**config.mk**
```make
export PLATFORM = sky130hd
export DESIGN_NAME = stb_flag_top
export DESIGN_NICKNAME = d
export VERILOG_FILES = /design/src/rtl/stb_flag_pkg.sv /design/src/rtl/stb_sync.sv /design/src/rtl/stb_align.sv /design/src/rtl/stb_flag_ctl.sv /design/src/rtl/stb_flag_top.sv
export SDC_FILE = /design/constraint.sdc
export NUM_CORES = 1
export LEC_CHECK = 0
export BUFFER_PORTS_ARGS = -buffer_cell sky130_fd_sc_hd__buf_4
export CAP_MARGIN = 30
export CORE_AREA = 4 4 41 43
export CTS_BUF_LIST = sky130_fd_sc_hd__clkbuf_4 sky130_fd_sc_hd__clkbuf_8
export CTS_CLUSTER_DIAMETER = 100
export DETAILED_ROUTE_END_ITERATION = 6
export DIE_AREA = 0 0 45 47
export SLEW_MARGIN = 20
export SYNTH_ARGS = -nofsm -noshare
export SYNTH_HDL_FRONTEND = slang
export SYNTH_SLANG_ARGS = --single-unit
export TNS_END_PERCENT = 30
```
**constraint.sdc**
```tcl
create_clock -name clk_i -period 1.8 [get_ports clk_i]
set_input_delay 0.09 -clock clk_i [delete_from_list [all_inputs] [get_ports clk_i]]
set_output_delay 0.09 -clock clk_i [all_outputs]
set_load 0.01 [all_outputs]
```
**src/rtl/stb_flag_pkg.sv**
```systemverilog
package stb_flag_pkg;
  localparam int ALIGN_PHASE = 0;
  localparam int ALIGN_ADDR  = 1;
endpackage

```
**src/rtl/stb_sync.sv**
```systemverilog
module stb_sync #(
  parameter int STAGES = 2
) (
  input  logic clk_i,
  input  logic rst_ni,
  input  logic stb_i,
  input  logic edge_pol_i,
  output logic edge_o
);
  localparam int W = STAGES + 1;
  // chain[STAGES-1] is the settled level, chain[STAGES] its previous value
  logic [W-1:0] chain_q;

  always_ff @(posedge clk_i or negedge rst_ni) begin
    if (!rst_ni) chain_q <= '0;
    else         chain_q <= {chain_q[W-2:0], stb_i};
  end

  logic lvl, prev;
  assign lvl  = chain_q[STAGES-1];
  assign prev = chain_q[STAGES];
  assign edge_o = edge_pol_i ? (lvl & ~prev) : (~lvl & prev);
endmodule

```
**src/rtl/stb_align.sv**
```systemverilog
module stb_align
  import stb_flag_pkg::*;
#(
  parameter int ALIGN_MODE = ALIGN_PHASE
) (
  input  logic clk_i,
  input  logic rst_ni,
  input  logic edge_i,
  input  logic ph_i,
  output logic pulse_o
);
  logic pend_q, pulse_q, rel_ok, want;

  generate
    if (ALIGN_MODE == ALIGN_ADDR) begin : g_addr
      logic ph_q;
      always_ff @(posedge clk_i or negedge rst_ni) begin
        if (!rst_ni) ph_q <= 1'b0;
        else         ph_q <= ph_i;
      end
      assign rel_ok = ph_i & ~ph_q;
      AST_ADDR_RISE: assert property (@(posedge clk_i) disable iff (!rst_ni)
        pulse_q |-> ($past(ph_i) && !$past(ph_q))) else $error("ph rise");
    end else begin : g_phase
      assign rel_ok = ph_i;
      AST_PHASE_HIGH: assert property (@(posedge clk_i) disable iff (!rst_ni)
        pulse_q |-> $past(ph_i)) else $error("ph high");
    end
  endgenerate

  assign want = pend_q | edge_i;

  always_ff @(posedge clk_i or negedge rst_ni) begin
    if (!rst_ni) begin
      pend_q  <= 1'b0;
      pulse_q <= 1'b0;
    end else begin
      pend_q  <= want & ~rel_ok;
      pulse_q <= want & rel_ok;
    end
  end

  assign pulse_o = pulse_q;

  AST_PULSE_SOURCE: assert property (@(posedge clk_i) disable iff (!rst_ni)
    pulse_q |-> ($past(pend_q) || $past(edge_i))) else $error("orphan pulse");
endmodule

```
**src/rtl/stb_flag_ctl.sv**
```systemverilog
module stb_flag_ctl (
  input  logic clk_i,
  input  logic rst_ni,
  input  logic pulse_i,
  input  logic stat_rd_i,
  input  logic data_acc_i,
  input  logic irq_en_i,
  output logic flag_o,
  output logic irq_o
);
  logic flag_q, armed_q;

  always_ff @(posedge clk_i or negedge rst_ni) begin
    if (!rst_ni) begin
      flag_q  <= 1'b0;
      armed_q <= 1'b0;
    end else if (pulse_i) begin
      // new strobe wins over a coincident clear and drops the arming
      flag_q  <= 1'b1;
      armed_q <= 1'b0;
    end else if (stat_rd_i) begin
      armed_q <= flag_q;
    end else if (data_acc_i) begin
      if (armed_q) flag_q <= 1'b0;
      armed_q <= 1'b0;
    end
  end

  assign flag_o = flag_q;
  assign irq_o  = flag_q & irq_en_i;

  AST_PULSE_SETS: assert property (@(posedge clk_i) disable iff (!rst_ni)
    pulse_i |=> flag_q) else $error("flag not set");
  AST_PULSE_DISARMS: assert property (@(posedge clk_i) disable iff (!rst_ni)
    pulse_i |=> !armed_q) else $error("still armed");
  AST_ARM_SOURCE: assert property (@(posedge clk_i) disable iff (!rst_ni)
    $rose(armed_q) |-> $past(stat_rd_i && flag_q)) else $error("bad arm");
  AST_CLEAR_SOURCE: assert property (@(posedge clk_i) disable iff (!rst_ni)
    $fell(flag_q) |-> $past(data_acc_i && armed_q && !pulse_i)) else $error("bad clear");
endmodule

```
**src/rtl/stb_flag_top.sv**
```systemverilog
module stb_flag_top
  import stb_flag_pkg::*;
#(
  parameter int SYNC_STAGES = 2,
  parameter int ALIGN_MODE  = ALIGN_PHASE
) (
  input  logic clk_i,
  input  logic rst_ni,
  input  logic stb_i,
  input  logic edge_pol_i,
  input  logic ph_i,
  input  logic term_mode_i,
  input  logic stat_rd_i,
  input  logic data_acc_i,
  input  logic irq_en_i,
  output logic flag_o,
  output logic pulse_o,
  output logic term_o,
  output logic irq_o
);
  logic edge_w, pulse_w;

  stb_sync #(.STAGES(SYNC_STAGES)) i_sync (
    .clk_i, .rst_ni, .stb_i, .edge_pol_i, .edge_o(edge_w)
  );

  stb_align #(.ALIGN_MODE(ALIGN_MODE)) i_align (
    .clk_i, .rst_ni, .edge_i(edge_w), .ph_i, .pulse_o(pulse_w)
  );

  stb_flag_ctl i_flag (
    .clk_i, .rst_ni, .pulse_i(pulse_w), .stat_rd_i, .data_acc_i, .irq_en_i,
    .flag_o, .irq_o
  );

  assign pulse_o = pulse_w;
  assign term_o  = pulse_w & term_mode_i;

  AST_TERM_MODE: assert property (@(posedge clk_i) disable iff (!rst_ni)
    term_o |-> (pulse_o && term_mode_i)) else $error("term");
endmodule

```
==> results_tabular.tex, run 1 <==
\begin{tabular}{lr}
\hline
Metric & Value \\
\hline
\multicolumn{2}{l}{\textbf{Synth}} \\
Share of the synthesized netlist area taken by xor and xnor gates & 0\% \\
Post-synthesis instance area & 256 µm² \\
Number of flops mapped to enable cells by yosys & 0 \\
Combinational family with the most area after synthesis & simple AND/OR/NAND/NOR gates \\
Number of unique standard cell types used by synthesis & 9 \\
Mean Syn Cell Area & 12.8 µm² \\
Warnings from Yosys & 0 \\
Biggest area contributors in the synthesized netlist & sky130\_fd\_sc\_hd\_\_dfrtp\_1, sky130\_fd\_sc\_hd\_\_or3b\_1, sky130\_fd\_sc\_hd\_\_nand3b\_1 \\
Seq/Total Area, Yosys & 68.3\% \\
Ys flop type & sky130\_fd\_sc\_hd\_\_dfrtp\_1 \\
Top-count cell post-synth & sky130\_fd\_sc\_hd\_\_dfrtp\_1 \\
Compound-Gate Fraction of Synth Area & 9.76\% \\
Synth Instances & 20 \\
Mux cell area share after synthesis & 0\% \\
Post-synthesis share of cell area spent on full adders, half adders and majority gates & 0\% \\
Area share of the largest cell type after synthesis & 68.3\% \\
Async set or reset register ratio after synthesis & 100\% \\
Simple-gate share of the synthesized area & 19.0\% \\
FF+latch count, synth & 7 \\
Total nets after synthesis & 29 \\
Yosys top cell by area & sky130\_fd\_sc\_hd\_\_dfrtp\_1 \\
\multicolumn{2}{l}{\textbf{STA}} \\
Setup TNS Final & 0 ns \\
Setup slack of the critical path after layout & 0.753 ns \\
Min cycle time layout & 1.05 ns \\
Max Slew Vio Count & 0 \\
Transition time at the pin with the least slew margin & 0.137 ns \\
Hold Violations, Final & 0 \\
Post-route fraction of the period consumed by the critical path & 58.2\% \\
Worst-case headroom to the max-slew limit & 90.9\% \\
RSZ-0062 raised after global routing & false \\
Final setup viols & 0 \\
Final Skew & 0.00553 ns \\
Max Clock Freq & 955 MHz \\
\multicolumn{2}{l}{\textbf{Placement}} \\
Weighted congestion reported at the end of routability-driven placement & 0.666 \\
Half-perimeter wire length after placement & 386 µm \\
Area of placed instances & 365 µm² \\
Dpl ws & 0.764 ns \\
Count of input and output buffers & 12 \\
\multicolumn{2}{l}{\textbf{Route}} \\
WL final & 535 µm \\
Vias post-DR & 212 \\
DRC marker count from the first detailed-route iteration & 2 \\
DRC violation count after routing & 0 \\
Count of antenna-violating nets left after detailed routing & 0 \\
Average wire per standard cell & 9.91 µm \\
Iteration count of the initial detailed-routing pass & 2 \\
Average via count per standard cell & 3.93 \\
\multicolumn{2}{l}{\textbf{Worst setup path}} \\
Register-to-Register Path Depth & 2 \\
Capture point of the worst path & irq\_o \\
Number of cells on the critical path & 2 \\
FF-to-FF setup slack & 0.78 ns \\
Kind of end point of the critical path & output port \\
Worst Path Buf+Inv & 1 \\
Largest stage delay on the critical path & 0.41 ns \\
Worst setup startpoint & i\_flag.flag\_o\$\_DFFE\_PN0P\_ \\
Data required time of the worst path & 1.71 ns \\
Crit Path Max Fanout & 4 \\
Master of the slowest instance on the critical path & sky130\_fd\_sc\_hd\_\_dfrtp\_1 \\
End of the worst register-to-register path & i\_align.pulse\_o\$\_DFF\_PN0\_ \\
Sort of element at the start of the critical path & register \\
Reg-to-Reg Start & i\_sync.chain\_q[1]\$\_DFF\_PN0\_ \\
Cell chain of the critical path & and2\_1 -> buf\_4 \\
Crit path max-delay family & flip-flops \\
Start-to-end type of the worst setup path & reg2out \\
Data arrival, critical path & 0.96 ns \\
\multicolumn{2}{l}{\textbf{Pwr}} \\
Pwr dens & 953 nW/µm² \\
Static Leak & 0.206 nW \\
Final Power & 0.405 mW \\
IR drop worst, VDD & 0.000336 V \\
\multicolumn{2}{l}{\textbf{Clocking}} \\
H-tree Lvls & 1 \\
Post-CTS Setup Repair Bufs & 0 \\
Clock sink count & 7 \\
Cts bufs inserted & 3 \\
Number of buffers inserted for hold repair after clock tree synthesis & 3 \\
CTS tree & built \\
Maximum number of buffers from clock root to sink & 2 \\
Post-CTS resize count & 0 \\
Clock slew seen by the registers of the worst setup and hold paths & 0.05 ns \\
Insertion delay to the later sink of the worst-skew pair & 0.25 ns \\
Buffer type at the clock tree root & sky130\_fd\_sc\_hd\_\_clkbuf\_4 \\
\multicolumn{2}{l}{\textbf{Global routing}} \\
Met3 layer usage reported by global route & 4.60\% \\
Met1 track utilization from global routing & 7.24\% \\
Maximum number of pins on one net before global-route repair & 8 \\
Initial antenna violation count & 0 \\
Met2 global-route usage & 7.34\% \\
Total congestion overflow after global routing & 0 \\
Global-route wire length before repair & 862 µm \\
Via count of the first global-routing pass & 209 \\
Most used routing layer & met2 \\
All-Layer GR Usage & 6.46\% \\
\multicolumn{2}{l}{\textbf{Floorplanning}} \\
Die area & 2120 µm² \\
Core Box Area & 1300 µm² \\
Site Rows & 13 \\
Top Ports & 13 \\
Die Span Y & 47 µm \\
Width of the die & 45 µm \\
Initial core utilization & 19.7\% \\
\multicolumn{2}{l}{\textbf{Layout}} \\
P\&R area growth vs syn & 65.9\% \\
Non-Filler Cell Area, Final & 425 µm² \\
Layout cell share with drive strength beyond 1 & 41.0\% \\
Number of diodes & 0 \\
Number of nets at the end of the flow & 49 \\
Number of fill cells in the layout & 135 \\
\multicolumn{2}{l}{\textbf{Status}} \\
Run status & completed \\
\multicolumn{2}{l}{\textbf{Worst hold path}} \\
Worst hold path type & in2reg \\
\multicolumn{2}{l}{\textbf{Job}} \\
Max Cap Violations & 0 \\
\hline
\end{tabular}
[layout make-up]
type                       count  area [µm²]  area share [%]
sequential                     7         175            41.2
timing repair buffer          15         120            28.2
multi-input combinational     11        73.8            17.4
clock buffer                   4        30.0            7.06
tap                           15        18.8            4.41
inverter                       2        7.51            1.76
[per-layer routing]
metal | vias to the layer above | routed length (µm)
li1 | 106 | -
met1 | 89 | 236
met2 | 15 | 193
met3 | 2 | 90
met4 | 0 | 14
met5 | - | 0
[logic make-up after synthesis]
group                  count (synthesis)
AOI/OAI and AO/OA                      4
buffers and inverters                  2
DFF                                    7
and+or+nand+nor                        7
[tightest hold or removal path, stage by stage]
cell and delay [ns]:
sky130_fd_sc_hd__buf_4 0.11, sky130_fd_sc_hd__nand2_1 0.05, sky130_fd_sc_hd__a21oi_1 0.05
[registers in the layout, indices dropped and copies added (netlist names)]
| signal | count |
|---|---|
| i_sync.chain_q | 3 |
| i_align.pulse_o | 1 |
| i_flag.flag_o | 1 |
| i_align.pend_q | 1 |
| i_flag.armed_q | 1 |
[worst min-delay path by stage]
stage / cells after the start / to / startpoint
detailed placement: 1 / i_align.pend_q$_DFF_PN0_ / rst_ni
CTS: 3 / i_flag.armed_q$_DFFE_PN0P_ / stat_rd_i
global route: 3 / i_flag.armed_q$_DFFE_PN0P_ / stat_rd_i
global placement: 1 / i_sync.chain_q[0]$_DFF_PN0_ / rst_ni
floorplan: 0 / i_align.pend_q$_DFF_PN0_ / rst_ni
finish: 3 / i_flag.armed_q$_DFFE_PN0P_ / stat_rd_i
[where the power goes]
group / switching (mW) / internal, mW / leakage (nW) / total (mW)
Combinational: 0.0233 / 0.0400 / 0.104 / 0.0633
Sequential: 0.00998 / 0.173 / 0.0841 / 0.183
Clock: 0.0592 / 0.0997 / 0.0184 / 0.159
[placed cells by master (no fill, tap or decap)]
cell type                       synthesis  final
sky130_fd_sc_hd__a21o_1                 1      1
sky130_fd_sc_hd__a21oi_1                1      1
sky130_fd_sc_hd__a31oi_1                2      2
sky130_fd_sc_hd__and2_1                 2      2
sky130_fd_sc_hd__buf_4                  0     12
sky130_fd_sc_hd__clkbuf_4               0      4
sky130_fd_sc_hd__dfrtp_1                7      7
sky130_fd_sc_hd__dlygate4sd3_1          0      3
sky130_fd_sc_hd__inv_1                  2      2
sky130_fd_sc_hd__nand2_1                1      1
sky130_fd_sc_hd__nand3b_1               2      2
sky130_fd_sc_hd__or3b_1                 2      2
[metrics by stage]
step                      hold slack [ns]  cells  util [%]
after floorplan                    -0.206     20         -
after CTS                          0.0869     54      32.7
after detailed placement          -0.0930     47      28.1
final                              0.0975     54      32.7
after global placement            -0.0931     47      28.1
after global routing                0.101     54      32.7
No activity file was read; power rests on OpenSTA's default activity.
==> inputs of run 2 (changes only) <==
- clock period: 1.8 -> 0.9 ns (I/O delays scaled with it)
==> run 2 against run 1 <==
Compared with the run above:
- the run now ends with setup timing left
- wire length grew 13%
- clock skew shrank 0.0036 ns
- first-iteration DRC count grew to 3.5 times the previous value
- critical path depth is the same
- worst hold slack lost 0.039 ns
- sequential share of layout area shrank 5.5 points
- clock power grew 100%
- sequential cell count is the same
- design area grew 15%
- cell count grew 11%
- critical endpoint is now i_align.pend_q$_DFF_PN0_
==> results_tabular.tex, run 2 (synthesized netlist as in run 1, its figures left out) <==
\begin{tabular}{lr}
\hline
Metric & Value \\
\hline
\multicolumn{2}{l}{\textbf{Status}} \\
Run status & complete, but fails checks \\
Violations in the final reports & setup timing \\
\multicolumn{2}{l}{\textbf{Worst setup path}} \\
Data arrival, critical path & 1.16 ns \\
Crit Path Max Fanout & 2 \\
Start-to-end type of the worst setup path & reg2reg \\
Reg-to-Reg Start & i\_sync.chain\_q[1]\$\_DFF\_PN0\_ \\
Sort of element at the start of the critical path & register \\
End of the worst register-to-register path & i\_align.pend\_q\$\_DFF\_PN0\_ \\
FF-to-FF setup slack & -0.09 ns \\
Register-to-Register Path Depth & 2 \\
Crit path max-delay family & flip-flops \\
Data required time of the worst path & 1.07 ns \\
Master of the slowest instance on the critical path & sky130\_fd\_sc\_hd\_\_dfrtp\_1 \\
Cell chain of the critical path & or3b\_1 -> a31oi\_1 \\
Kind of end point of the critical path & register \\
Worst Path Buf+Inv & 0 \\
Largest stage delay on the critical path & 0.38 ns \\
\multicolumn{2}{l}{\textbf{Layout}} \\
Number of diodes & 0 \\
Sequential cell area & 175 µm² \\
Number of nets at the end of the flow & 55 \\
Non-Filler Cell Area, Final & 490 µm² \\
Number of fill cells in the layout & 133 \\
Largest register FFs & 3 \\
Leading cell type in the layout, fill and taps excluded & sky130\_fd\_sc\_hd\_\_buf\_4 \\
Leading cell types in the layout, fill and taps excluded & sky130\_fd\_sc\_hd\_\_buf\_4, sky130\_fd\_sc\_hd\_\_dfrtp\_1, sky130\_fd\_sc\_hd\_\_clkbuf\_4, sky130\_fd\_sc\_hd\_\_dlygate4sd3\_1, sky130\_fd\_sc\_hd\_\_buf\_6 \\
Biggest register & i\_sync.chain\_q \\
Multi-input gate area & 82.6 µm² \\
Layout cell share with drive strength beyond 1 & 55.6\% \\
P\&R area growth vs syn & 91.2\% \\
\multicolumn{2}{l}{\textbf{Floorplanning}} \\
Site Rows & 13 \\
Die Span Y & 47 µm \\
Die area & 2120 µm² \\
Core Box Area & 1300 µm² \\
Initial core utilization & 19.7\% \\
Width of the die & 45 µm \\
Top Ports & 13 \\
\multicolumn{2}{l}{\textbf{Worst hold path}} \\
Worst min-delay path endpoint & i\_flag.armed\_q\$\_DFFE\_PN0P\_ \\
Hold Path Cell Cnt & 3 \\
Worst hold path type & in2reg \\
Critical hold path startpoint & stat\_rd\_i \\
\multicolumn{2}{l}{\textbf{Job}} \\
Max Cap Violations & 0 \\
\multicolumn{2}{l}{\textbf{Route}} \\
WL final & 604 µm \\
DRC marker count from the first detailed-route iteration & 7 \\
Iteration count of the initial detailed-routing pass & 4 \\
Average wire per standard cell & 10.1 µm \\
DRC violation count after routing & 0 \\
Count of antenna-violating nets left after detailed routing & 0 \\
Vias post-DR & 252 \\
Average via count per standard cell & 4.20 \\
\multicolumn{2}{l}{\textbf{STA}} \\
Setup slack of the critical path after layout & -0.0931 ns \\
Max Slew Vio Count & 0 \\
Max Clock Freq & 1010 MHz \\
Min cycle time layout & 0.993 ns \\
Setup TNS Final & -0.345 ns \\
Transition time at the pin with the least slew margin & 0.141 ns \\
RSZ-0062 raised after global routing & true \\
Worst-case headroom to the max-slew limit & 90.6\% \\
Post-route fraction of the period consumed by the critical path & 110\% \\
Final Skew & 0.00192 ns \\
Hold Violations, Final & 0 \\
Final setup viols & 6 \\
\multicolumn{2}{l}{\textbf{Placement}} \\
Weighted congestion reported at the end of routability-driven placement & 0.739 \\
Half-perimeter wire length after placement & 401 µm \\
Dpl ws & -0.0612 ns \\
Count of input and output buffers & 12 \\
Area of placed instances & 373 µm² \\
\multicolumn{2}{l}{\textbf{Clocking}} \\
CTS tree & built \\
Buffer type at the clock tree root & sky130\_fd\_sc\_hd\_\_clkbuf\_4 \\
Cts bufs inserted & 3 \\
H-tree Lvls & 1 \\
Maximum number of buffers from clock root to sink & 2 \\
Clock sink count & 7 \\
Clock slew seen by the registers of the worst setup and hold paths & 0.05 ns \\
Insertion delay to the later sink of the worst-skew pair & 0.25 ns \\
\multicolumn{2}{l}{\textbf{Pwr}} \\
IR drop worst, VDD & 0.000985 V \\
Static Leak & 0.243 nW \\
Pwr dens & 1800 nW/µm² \\
\multicolumn{2}{l}{\textbf{Global routing}} \\
Maximum number of pins on one net before global-route repair & 8 \\
Global-route wire length before repair & 1010 µm \\
Initial antenna violation count & 0 \\
All-Layer GR Usage & 7.26\% \\
Via count of the first global-routing pass & 287 \\
Total congestion overflow after global routing & 0 \\
\hline
\end{tabular}
[run 2: per-layer routing]
layer	wire [µm]	global-route usage, %	vias to the layer above
met5	0	0	-
met4	0	3.51	0
met3	92	5.75	0
met2	264	12.4	17
met1	247	6.07	116
li1	-	-	119
[run 2: area by class of cell]
| class | count | share of cell area (%) |
|---|---|---|
| Clock buffer | 4 | 6.12 |
| Inverter | 2 | 1.53 |
| Tap cell | 15 | 3.83 |
| Timing Repair Buffer | 21 | 36.0 |
| Multi-Input combinational cell | 11 | 16.8 |
| Sequential cell | 7 | 35.7 |
[run 2: how the worst max path moves through the flow]
stage,cells past startpoint,startpoint,endpoint,slack (ns)
floorplan,2,i_sync.chain_q[1]$_DFF_PN0_,i_align.pend_q$_DFF_PN0_,-0.02
global placement,2,i_sync.chain_q[1]$_DFF_PN0_,i_align.pend_q$_DFF_PN0_,-0.03
detailed placement,2,i_sync.chain_q[1]$_DFF_PN0_,i_align.pend_q$_DFF_PN0_,-0.06
CTS,2,i_sync.chain_q[1]$_DFF_PN0_,i_align.pend_q$_DFF_PN0_,-0.08
global route,2,i_sync.chain_q[1]$_DFF_PN0_,i_align.pend_q$_DFF_PN0_,-0.13
finish,2,i_sync.chain_q[1]$_DFF_PN0_,i_align.pend_q$_DFF_PN0_,-0.09
[run 2: worst min-delay path: cells and delay by family]
| family | cells | cell delay (ns) |
|---|---|---|
| AOI/OAI and AO/OA | 1 | 0.05 |
| buffers and inverters | 1 | 0.12 |
| and+or+nand+nor | 1 | 0.07 |
[run 2: power by group]
| part | internal (mW) | switching (mW) |
|---|---|---|
| sequential | 0.346 | 0.0137 |
| combinational | 0.135 | 0.0684 |
| clock | 0.200 | 0.122 |
[run 2: stage by stage]
stage                     utilization [%]  hold slack, ns  power, mW  instances
after floorplan                         -          -0.251      0.414         20
after global placement               28.7          -0.139      0.492         48
after detailed placement             28.7          -0.137      0.494         48
after CTS                            35.5          0.0402      0.875         58
after global routing                 37.7          0.0567      0.942         60
final                                37.7          0.0588      0.884         60
[run 2: repair_timing]
| action | CTS | global route |
|---|---|---|
| setup endpoints to repair | 5 | 7 |
| resized for setup | 2 | 4 |
| buffers inserted | 3 | 2 |
| pin swaps | 2 | 1 |
| hold buffers | 3 | 0 |
| endpoints found under the hold margin | 9 | 0 |
==> inputs of run 3 (changes only) <==
- RECOVER_POWER: default -> 25
==> run 3 against run 2 <==
Compared with the run above:
- the run still ends with setup timing left
- cell count is the same
- total power fell by 0.38%
- clock-buffer cell count did not move
- register-to-register slack about the same
- clock power hardly changed
- via count rose by 0.40%
- clock skew up 0.00086 ns
- utilization is 0.29 points lower
- fmax hardly changed
- critical endpoint unchanged
- largest power group unchanged
==> results_tabular.tex, run 3 (synthesized netlist as in run 1, its figures left out) <==
\begin{tabular}{lr}
\hline
Metric & Value \\
\hline
\multicolumn{2}{l}{\textbf{Global routing}} \\
Initial antenna violation count & 0 \\
Via count of the first global-routing pass & 287 \\
Maximum number of pins on one net before global-route repair & 8 \\
Total congestion overflow after global routing & 0 \\
All-Layer GR Usage & 7.26\% \\
Global-route wire length before repair & 1010 µm \\
\multicolumn{2}{l}{\textbf{STA}} \\
Final Skew & 0.00277 ns \\
Max Clock Freq & 1010 MHz \\
RSZ-0062 raised after global routing & true \\
Max Slew Vio Count & 0 \\
Transition time at the pin with the least slew margin & 0.368 ns \\
Hold Violations, Final & 0 \\
Setup slack of the critical path after layout & -0.0939 ns \\
Post-route fraction of the period consumed by the critical path & 110\% \\
Worst-case headroom to the max-slew limit & 75.5\% \\
Final setup viols & 6 \\
Min cycle time layout & 0.994 ns \\
\multicolumn{2}{l}{\textbf{Route}} \\
DRC marker count from the first detailed-route iteration & 7 \\
WL final & 606 µm \\
DRC violation count after routing & 0 \\
Vias post-DR & 253 \\
Count of antenna-violating nets left after detailed routing & 0 \\
Average via count per standard cell & 4.22 \\
Average wire per standard cell & 10.1 µm \\
Iteration count of the initial detailed-routing pass & 4 \\
\multicolumn{2}{l}{\textbf{Placement}} \\
Count of input and output buffers & 12 \\
Half-perimeter wire length after placement & 401 µm \\
Placed cell count & 48 \\
Weighted congestion reported at the end of routability-driven placement & 0.739 \\
\multicolumn{2}{l}{\textbf{Floorplanning}} \\
Core Box Area & 1300 µm² \\
Die area & 2120 µm² \\
Site Rows & 13 \\
Width of the die & 45 µm \\
Top Ports & 13 \\
Initial core utilization & 19.7\% \\
Die Span Y & 47 µm \\
\multicolumn{2}{l}{\textbf{Worst setup path}} \\
Sort of element at the start of the critical path & register \\
Largest stage delay on the critical path & 0.38 ns \\
Kind of end point of the critical path & register \\
Cell chain of the critical path & or3b\_1 -> a31oi\_1 \\
Start-to-end type of the worst setup path & reg2reg \\
Data arrival, critical path & 1.16 ns \\
Crit Path Max Fanout & 2 \\
Master of the slowest instance on the critical path & sky130\_fd\_sc\_hd\_\_dfrtp\_1 \\
Data required time of the worst path & 1.07 ns \\
\multicolumn{2}{l}{\textbf{Layout}} \\
Leading cell types in the layout, fill and taps excluded & sky130\_fd\_sc\_hd\_\_buf\_4, sky130\_fd\_sc\_hd\_\_dfrtp\_1, sky130\_fd\_sc\_hd\_\_clkbuf\_4, sky130\_fd\_sc\_hd\_\_dlygate4sd3\_1, sky130\_fd\_sc\_hd\_\_buf\_6 \\
Leading cell type in the layout, fill and taps excluded & sky130\_fd\_sc\_hd\_\_buf\_4 \\
Number of nets at the end of the flow & 55 \\
P\&R area growth vs syn & 89.8\% \\
Biggest register & i\_sync.chain\_q \\
Largest register FFs & 3 \\
Number of fill cells in the layout & 132 \\
Final std cells w/o fill & 60 \\
Layout cell share with drive strength beyond 1 & 53.3\% \\
Number of diodes & 0 \\
\multicolumn{2}{l}{\textbf{Worst hold path}} \\
Worst hold path type & in2reg \\
\multicolumn{2}{l}{\textbf{Pwr}} \\
IR drop worst, VDD & 0.000974 V \\
Final Power & 0.881 mW \\
Pwr dens & 1810 nW/µm² \\
Static Leak & 0.239 nW \\
\multicolumn{2}{l}{\textbf{Clocking}} \\
Maximum number of buffers from clock root to sink & 2 \\
Buffer type at the clock tree root & sky130\_fd\_sc\_hd\_\_clkbuf\_4 \\
H-tree Lvls & 1 \\
Clock sink count & 7 \\
CTS tree & built \\
Cts bufs inserted & 3 \\
Clock slew seen by the registers of the worst setup and hold paths & 0.05 ns \\
Insertion delay to the later sink of the worst-skew pair & 0.25 ns \\
\multicolumn{2}{l}{\textbf{Status}} \\
Run status & complete, but fails checks \\
Violations in the final reports & setup timing \\
\multicolumn{2}{l}{\textbf{Job}} \\
Max Cap Violations & 0 \\
\hline
\end{tabular}
[run 3: changes by cell type in the layout (fill, tap and decap cells not counted)]
cell                       delta
sky130_fd_sc_hd__buf_4        -1
sky130_fd_sc_hd__clkbuf_1     +1
[run 3: cell type report]
class / instances / area, µm² / area share [%]
multi-input cells: 11 / 82.6 / 17.0
repair buffers: 21 / 173 / 35.5
inverters: 2 / 7.51 / 1.54
clock buffers: 4 / 30.0 / 6.17
well taps: 15 / 18.8 / 3.86
flip-flops and latches: 7 / 175 / 36.0
[run 3: where the power goes]
| group | leakage, nW | switching [mW] | internal (mW) | total [mW] |
|---|---|---|---|---|
| Combinational | 0.136 | 0.0683 | 0.133 | 0.201 |
| Sequential | 0.0841 | 0.0138 | 0.346 | 0.360 |
| Clock | 0.0184 | 0.120 | 0.200 | 0.320 |
[run 3: repair_timing]
item,CTS,global route
hold buffers,3,0
endpoints found under the setup margin,5,7
hold endpoints to repair,9,0
gates cloned,0,0
buffers inserted,3,2
resized for setup,2,4
pin swaps,2,1
[run 3: per-layer routing]
metal	wire length, µm	GRT usage [%]	vias to the layer above
met1	247	6.07	117
met4	0	3.51	0
met3	92	5.75	0
li1	-	-	119
met5	0	0	-
met2	266	12.4	17
[run 3: worst paths after layout]
| check | startpoint | end | slack (ns) | cells past startpoint |
|---|---|---|---|---|
| worst max-delay path | i_sync.chain_q[1]$_DFF_PN0_ | i_align.pend_q$_DFF_PN0_ | -0.09 | 2 |
| worst max register to register | i_sync.chain_q[1]$_DFF_PN0_ | i_align.pend_q$_DFF_PN0_ | -0.09 | 2 |
| max in group asynchronous | rst_ni | i_sync.chain_q[0]$_DFF_PN0_ | 0.43 | 2 |
| worst min-delay path | stat_rd_i | i_flag.armed_q$_DFFE_PN0P_ | 0.06 | 3 |
| worst min register to register | i_sync.chain_q[0]$_DFF_PN0_ | i_sync.chain_q[1]$_DFF_PN0_ | 0.34 | 0 |
| min in group asynchronous | rst_ni | i_flag.flag_o$_DFFE_PN0P_ | 0.21 | 2 |
[run 3: critical path: cells and delay by family (launching register included)]
kind | cells | cell delay (ns)
DFF | 1 | 0.38
AOI/OAI and AO/OA | 1 | 0.15
and+or+nand+nor | 1 | 0.38
[run 3: stage by stage]
| stage | setup TNS (ns) | worst slack, ns | area [µm²] | hold WS (ns) | util [%] |
|---|---|---|---|---|---|
| finish | -0.346 | -0.0939 | 487 | 0.0589 | 37.4 |
| global route | -0.631 | -0.128 | 487 | 0.0567 | 37.4 |
| CTS | -0.267 | -0.0806 | 462 | 0.0402 | 35.5 |
| detailed placement | -0.103 | -0.0612 | 373 | -0.137 | 28.7 |
| global placement | -0.0498 | -0.0250 | 373 | -0.139 | 28.7 |
| floorplan | -0.0386 | -0.0193 | 256 | -0.251 | - |
